<file path="config.mk">
export PLATFORM = sky130hd
export DESIGN_NAME = ppm_level_detector
export DESIGN_NICKNAME = d
export VERILOG_FILES = /design/src/rtl/ppm_pkg.sv /design/src/rtl/ppm_rectify.sv /design/src/rtl/ppm_decay.sv /design/src/rtl/ppm_level_detector.sv
export SDC_FILE = /design/constraint.sdc
export NUM_CORES = 1
export LEC_CHECK = 0
export CAP_MARGIN = 25
export CELL_PAD_IN_SITES_DETAIL_PLACEMENT = 2
export CELL_PAD_IN_SITES_GLOBAL_PLACEMENT = 2
export CORE_MARGIN = 2
export CORE_UTILIZATION = 30
export CTS_BUF_LIST = sky130_fd_sc_hd__clkbuf_4 sky130_fd_sc_hd__clkbuf_8
export CTS_CLUSTER_SIZE = 14
export DETAILED_ROUTE_END_ITERATION = 10
export PLACE_DENSITY_LB_ADDON = 0.25
export SLEW_MARGIN = 20
export SYNTH_ARGS = -nofsm -noshare
export SYNTH_HDL_FRONTEND = slang
export SYNTH_HIERARCHICAL = 1
export SYNTH_SLANG_ARGS = --single-unit
</file>
<file path="constraint.sdc">
create_clock -name clk -period 8.95 [get_ports clk]
set_input_delay 1.3425 -clock clk [delete_from_list [all_inputs] [get_ports clk]]
set_output_delay 1.3425 -clock clk [all_outputs]
set_load 0.05 [all_outputs]
</file>
<file path="src/rtl/ppm_pkg.sv">
package ppm_pkg;
    localparam int SMP_W   = 24;
    localparam int LVL_W   = SMP_W - 1;
    localparam int COEF_W  = 16;
    // exp(-1/650) scaled by 2^16
    localparam int DECAY_K = 65435;
endpackage

</file>
<file path="src/rtl/ppm_rectify.sv">
module ppm_rectify #(
    parameter int SMP_W = ppm_pkg::SMP_W,
    localparam int LVL_W = SMP_W - 1
) (
    input  logic [SMP_W-1:0] sample_i,
    output logic [LVL_W-1:0] mag_o,
    output logic             full_o
);
    localparam logic [SMP_W-1:0] POS_FS = {1'b0, {(SMP_W-1){1'b1}}};
    localparam logic [SMP_W-1:0] NEG_FS = {1'b1, {(SMP_W-1){1'b0}}};
    localparam logic [SMP_W-1:0] ONE    = {{(SMP_W-1){1'b0}}, 1'b1};

    logic [SMP_W-1:0] negated;

    always_comb begin
        negated = (~sample_i) + ONE;
        if (sample_i == NEG_FS) begin
            mag_o = {LVL_W{1'b1}};
        end else if (sample_i[SMP_W-1]) begin
            mag_o = negated[LVL_W-1:0];
        end else begin
            mag_o = sample_i[LVL_W-1:0];
        end
        full_o = (sample_i == POS_FS) || (sample_i == NEG_FS);
    end
endmodule

</file>
<file path="src/rtl/ppm_decay.sv">
module ppm_decay #(
    parameter int LVL_W  = ppm_pkg::LVL_W,
    parameter int COEF_W = ppm_pkg::COEF_W,
    parameter int K      = ppm_pkg::DECAY_K,
    localparam int PROD_W = LVL_W + COEF_W
) (
    input  logic [LVL_W-1:0] level_i,
    output logic [LVL_W-1:0] level_o
);
    localparam logic [COEF_W-1:0] KV = COEF_W'(K);

    logic [PROD_W-1:0] product;

    always_comb begin
        product = PROD_W'(level_i) * PROD_W'(KV);
        level_o = product[PROD_W-1:COEF_W];
    end
endmodule

</file>
<file path="src/rtl/ppm_level_detector.sv">
module ppm_level_detector #(
    parameter int SMP_W  = ppm_pkg::SMP_W,
    parameter int COEF_W = ppm_pkg::COEF_W,
    parameter int K      = ppm_pkg::DECAY_K,
    localparam int LVL_W = SMP_W - 1
) (
    input  logic             clk,
    input  logic             rst,
    input  logic             smp_vld,
    input  logic [SMP_W-1:0] smp_data,
    input  logic             ms_tick,
    output logic [LVL_W-1:0] level_o,
    output logic             level_vld_o,
    output logic             clip_o
);
    typedef struct packed {
        logic [LVL_W-1:0] held;
        logic [LVL_W-1:0] peak;
        logic             lvl_vld;
        logic             clip;
    } state_t;

    state_t state_d, state_q;

    logic [LVL_W-1:0] mag;
    logic             full;
    logic [LVL_W-1:0] decayed;
    logic [LVL_W-1:0] peak_now;
    logic [LVL_W-1:0] candidate;

    ppm_rectify #(.SMP_W(SMP_W)) u_rect (
        .sample_i (smp_data),
        .mag_o    (mag),
        .full_o   (full)
    );

    ppm_decay #(.LVL_W(LVL_W), .COEF_W(COEF_W), .K(K)) u_decay (
        .level_i (state_q.held),
        .level_o (decayed)
    );

    assign peak_now = state_q.peak;

    always_comb begin
        state_d   = state_q;
        candidate = state_q.peak;
        if (smp_vld && (mag > candidate)) begin
            candidate = mag;
        end
        state_d.clip    = smp_vld && full;
        state_d.lvl_vld = ms_tick;
        if (ms_tick) begin
            state_d.held = (candidate > decayed) ? candidate : decayed;
            state_d.peak = '0;
        end else begin
            state_d.peak = candidate;
        end
    end

    always_ff @(posedge clk) begin
        if (rst) begin
            state_q <= '0;
        end else begin
            state_q <= state_d;
        end
    end

    assign level_o     = state_q.held;
    assign level_vld_o = state_q.lvl_vld;
    assign clip_o      = state_q.clip;
endmodule

</file>
### Yosys cells after proc, flatten, opt, wreduce, memory -nomap -nowiden

Index checks and enable logic that the tools add are counted.

| word-level totals | value |
|---|---|
| word-level logic and storage cells | 19 |
| input bits | 28 |
| flip-flop bits (word level) | 48 |
| output and inout bits | 25 |

| cells by class | value |
|---|---|
| reductions and logical operators | 4 |
| eq/ne operators | 2 |
| order comparisons | 2 |
| add/subtract/negate cells | 1 |
| bitwise logic cells | 1 |
| muxes and demuxes | 4 |
| multipliers | 1 |

Operator list:

| cell | count |
|---|---|
| 2-to-1 mux 23 bit | 4 |
| > comparator 23 bit | 2 |
| multiplier 23 x 16 -> 39 bit (second input constant) | 1 |
| == test 24 x 23 -> 1 bit (second input constant) | 1 |
| == test 24 bit (second input constant) | 1 |
| adder 23 x 1 -> 23 bit (second input constant) | 1 |
| inverter 23 bit | 1 |
| logical AND 1 bit | 2 |
| OR reduction 2 bit | 1 |
| logical OR 1 bit | 1 |

### Logic depth before layout (Yosys ltp)

| logic depth | value |
|---|---|
| depth after elaboration | 9 |
| mapped depth | 31 |
| depth with buffers taken out | 28 |

### Hierarchy

Netlist, hierarchy kept.

Modules (own cells, without submodules):

| module | seq. area each (um^2) | instances | cells each | area each (um^2) |
|---|---|---|---|---|
| ppm_decay | 0.0 | 1 | 804 | 7,739.9 |
| ppm_level_detector | 960.9 | 1 | 374 | 3,259.4 |
| ppm_rectify | 0.0 | 1 | 108 | 728.2 |

### Worst setup path after synthesis

OpenSTA, ideal clock, no wires.

| timing | value |
|---|---|
| kind | register to register |
| start point | register state_q (netlist bit level_o[13]) |
| end point | register state_q (netlist bit level_o[10]) |
| arrival | 7.766 ns |
| data required time | 8.810 ns |
| buffers on the path | 2 |
| path slack | 1.044 ns |
| stages on the path, launching flop included | 28 |
| period minus slack after synthesis | 7.906 ns |
| library setup time | 0.140 ns |
| cells stage by stage | dfxtp_1 > inv_1 > fa_1 > fa_1 > fa_1 > fa_1 > inv_1 > fa_1 > inv_1 > fa_1 > inv_1 > ha_1 > buf_2 > a21oi_1 > or3b_1 > a221o_1 > nor3_2 > o21ai_1 > xor2_1 > inv_1 > ha_1 > a21oi_1 > o21ai_0 > a221oi_1 > o2111ai_1 > nand3_1 > clkbuf_1 > o221ai_1 |

| between the ends | value |
|---|---|
| word-level cells in the longest chain between the ends | 3 |

RTL lines:

| element | RTL line | source |
|---|---|---|
| from (decl) | ppm_level_detector.sv:23 | `state_t state_d, state_q;` |
| from (signal assigned) | ppm_level_detector.sv:64 | `state_q <= state_d;` |
| multiplier 23 x 16 -> 39 bit | ppm_decay.sv:15 | `product = PROD_W'(level_i) * PROD_W'(KV);` |
| via decayed[16] | ppm_level_detector.sv:27 | `logic [LVL_W-1:0] decayed;` |
| > comparator 23 bit | ppm_level_detector.sv:53 | `state_d.held = (candidate > decayed) ? candidate : decayed;` |
| 2-to-1 mux 23 bit | ppm_level_detector.sv:53 |  |

The timed path passes the listed nets, and every way through them passes these cells.
A chain may end at the register's enable or synchronous reset.

### Worst setup path in the final report

| timing | value |
|---|---|
| start point | register state_q (netlist bit level_o[9]) |
| end point | register state_q (netlist bit level_o[0]) |

The elaborated chain is that of the path after synthesis.

==> impl_metrics.toml <==
[route]
avgViaCountPerCell = 4.92
wl_per_cell_um = 19.9
drt_first_iter_violations = 324
number_of_design_rule_violations_left_after_detail_routing = 0
detailedRoute.firstPassIterationCount = 4
ant_nets = 0
totalWireLength_um = 37200
route.vias.total = 9198

[yosys]
async_reset_ff_share_pct = 0
synth_area_sq_um = 11700
yosysTopAreaCell = "sky130_fd_sc_hd__fa_1"
postSynthNetCount = 1684
ys.warnings.count = 6
yosysSeqAreaShare_pct = 8.19
synth-seq-cells = 48
yosys_top_cell_area_share_pct = 30.7
synth_top_cells_by_area = "sky130_fd_sc_hd__fa_1 (31%), sky130_fd_sc_hd__ha_1 (20%), sky130_fd_sc_hd__inv_1 (11%)"
yosys_most_used_dff = "sky130_fd_sc_hd__dfxtp_1"
synth-edff-count = 0
yosysUniqueCellTypes = 72
synthesis.instances = 1286
syn_area_per_cell_sq_um = 9.12

[layout]
num_antenna_cells = 0
mostFrequentLayoutCell = "sky130_fd_sc_hd__inv_1"
final_cells = 1869
final_nets = 1748
layout_common_cells = "sky130_fd_sc_hd__inv_1 (331), sky130_fd_sc_hd__ha_1 (190), sky130_fd_sc_hd__fa_1 (180)"
drive_gt1_share_pct = 7.70
fill_cells = 4331
area_delta_synth_final_pct = 12.5
sequential_cell_area_sq_um = 962
core_occupancy_in_the_finished_layout_pct = 34.1
multi_input_logic_area_sq_um = 9340

[global_route]
gr-usage-met1_pct = 24.5
grt_usage_pct = 19.1
grt_max_degree = 50
number_of_antenna_violations_at_the_first_check_in_global_routing = 0
grt_util_met2_pct = 35.6
grt_overflow = 0
grt_pass1_vias = 10800
wire_length_of_the_first_global_routing_pass_um = 60300
gr-max-usage-layer = "met2"
grt_use_met3_pct = 1.46

[critical_path]
path_common_cell = "sky130_fd_sc_hd__fa_1"
cp.arrival_ns = 8.62
setup.worst_path.class = "flop to flop"
rr_worst_depth = 24
cpMaxStageDelayCell = "sky130_fd_sc_hd__fa_1"
timing.critical_path.fanout_max = 12
worst_endpoint_required_time_ns = 9.19
cp-end-kind = "flop"
critical_path.cell_chain = "fa_1 -> fa_1 -> fa_1 -> fa_1 -> fa_1 -> inv_1 -> fa_1 -> inv_1 -> ha_1 -> nand2_1 -> o21ai_0 -> a21oi_1 -> nor4_1 -> nor3_2 -> o41ai_2 -> xor2_1 -> inv_1 -> ha_1 -> and4_1 -> a221oi_1 -> o2111ai_1 -> and2_1 -> buf_8 -> o221ai_1"
reg2reg_from = "level_o[9]"
timing.critical_path.from = "level_o[9]"
worstReg2RegEnd = "level_o[0]"
crit_path_max_incr_delay_ns = 0.64
setup.reg_to_reg.worst_slack_ns = 0.56
cp_startpoint_kind = "flop"
crit_end = "level_o[0]"

[floorplan]
rows = 72
die_height_um = 202
die-width_um = 202
floorplan.initialDensity_pct = 30.3
core_sq_um = 38600
ios = 53
die-area_sq_um = 40700

[clock_network]
clk_path_buf_depth = 2
worst_setup_hold_path_clk_slew_ns = 0.10
cts.hold.buffers_added = 0
cts_inserted_buffers = 5
clock_insertion_delay_worst_skew_ns = 0.32
tritoncts_clock_tree = "built"
cts_setup_buffers = 0
cts_resized = 0
ctsRootBufferMaster = "sky130_fd_sc_hd__clkbuf_8"
cts_htree_levels = 2
tritoncts_num_sinks = 48

[hold_path]
holdCritPathClass = "flop to flop"

[status]
status = "finished clean"

[sta]
max_freq_mhz = 119
slew_headroom_pct = 54.1
totalNegativeSetupSlack_ns = 0
final.min_clock_period_ns = 8.39
fin_worst_skew_ns = 0.0105
layout_worst_path_cycle_share_pct = 93.7
timing_hold_violations_final = 0
timing.final.max_slew_violations = 0
rsz_0062_raised_after_global_routing = "no"
least_margin_pin_slew_ns = 0.688
holdWs_ns = 0.581
finalSetupViolCount = 0

[job]
max_cap_violations = 0

[placed_design]
placed_cells = 1860
dp_hpwl_um = 32600
portBuffers = 52
finalWeightedCongestion = 0.837
[per-layer routing]
layer	vias to the layer above	wire, um
li1	4330	-
met1	4767	16800
met2	79	19400
met3	22	578
met4	0	402
met5	-	0
[metrics by stage]
stage	area [sq um]	worst slack, ns
after global routing	13200	0.0512
after floorplan	11700	1.04
after global placement	13100	0.565
after detailed placement	13100	0.399
after CTS	13200	0.387
final	13200	0.564
[final cells by class]
class / instances / area share [%]
Inverter: 331 / 9.41
Multi-Input combinational cell: 867 / 70.8
Sequential cell: 48 / 7.29
Clock buffer: 7 / 0.730
Tap cell: 518 / 4.91
Timing Repair Buffer: 97 / 6.66
Clock inverter: 1 / 0.228
[how the worst min path moves through the flow]
| stage | from | endpoint | slack (ns) | depth (start not counted) |
|---|---|---|---|---|
| floorplan | peak_now[10] | peak_now[10] | 0.51 | 2 |
| detailed placement | peak_now[19] | peak_now[19] | 0.56 | 2 |
| global placement | peak_now[19] | peak_now[19] | 0.56 | 2 |
| finish | peak_now[19] | peak_now[19] | 0.58 | 2 |
| global route | peak_now[19] | peak_now[19] | 0.63 | 2 |
| CTS | peak_now[19] | peak_now[19] | 0.59 | 2 |
[worst max-delay path: cells and delay by family (launching register included)]
kind,cells,cell delay [ns]
AO/OA/AOI/OAI,6,1.46
AND/OR/NAND/NOR,5,1.31
adder cells (fa/ha/maj),8,4.20
flip-flops,1,0.62
XOR/XNOR,1,0.26
buffers and inverters,4,0.43
[cells by family (layout without fill, tap and decap cells)]
| group | count (synthesis) | in the layout | synth area share, % |
|---|---|---|---|
| muxes | 32 | 32 | 2.80 |
| buffers and inverters | 371 | 436 | 12.2 |
| xor gates and xnor gates | 37 | 37 | 2.76 |
| adders and majority gates | 370 | 370 | 51.0 |
| DFF | 48 | 48 | 8.19 |
| AOI/OAI and AO/OA | 190 | 190 | 11.5 |
| and+or+nand+nor | 238 | 238 | 11.6 |
[Yosys cell counts, types with 19 or more instances]
cell,count
sky130_fd_sc_hd__inv_1,331
sky130_fd_sc_hd__ha_1,190
sky130_fd_sc_hd__fa_1,180
sky130_fd_sc_hd__a21oi_1,61
sky130_fd_sc_hd__nand2_1,51
sky130_fd_sc_hd__nor2_1,49
sky130_fd_sc_hd__dfxtp_1,48
sky130_fd_sc_hd__clkbuf_1,32
sky130_fd_sc_hd__mux2i_1,30
sky130_fd_sc_hd__o21ai_0,30
sky130_fd_sc_hd__nand3b_1,26
sky130_fd_sc_hd__or3b_2,23
sky130_fd_sc_hd__o221ai_1,22
sky130_fd_sc_hd__nand4_1,21
sky130_fd_sc_hd__xnor2_1,19
[sequential cells by signal, summed over array words and instances, names as in the netlist]
name,cells
clip_o,1
level_o,23
level_vld_o,1
peak_now,23
Power is not shown: default switching activity piles up to over one toggle a cycle in this logic, so the estimate is an artifact.
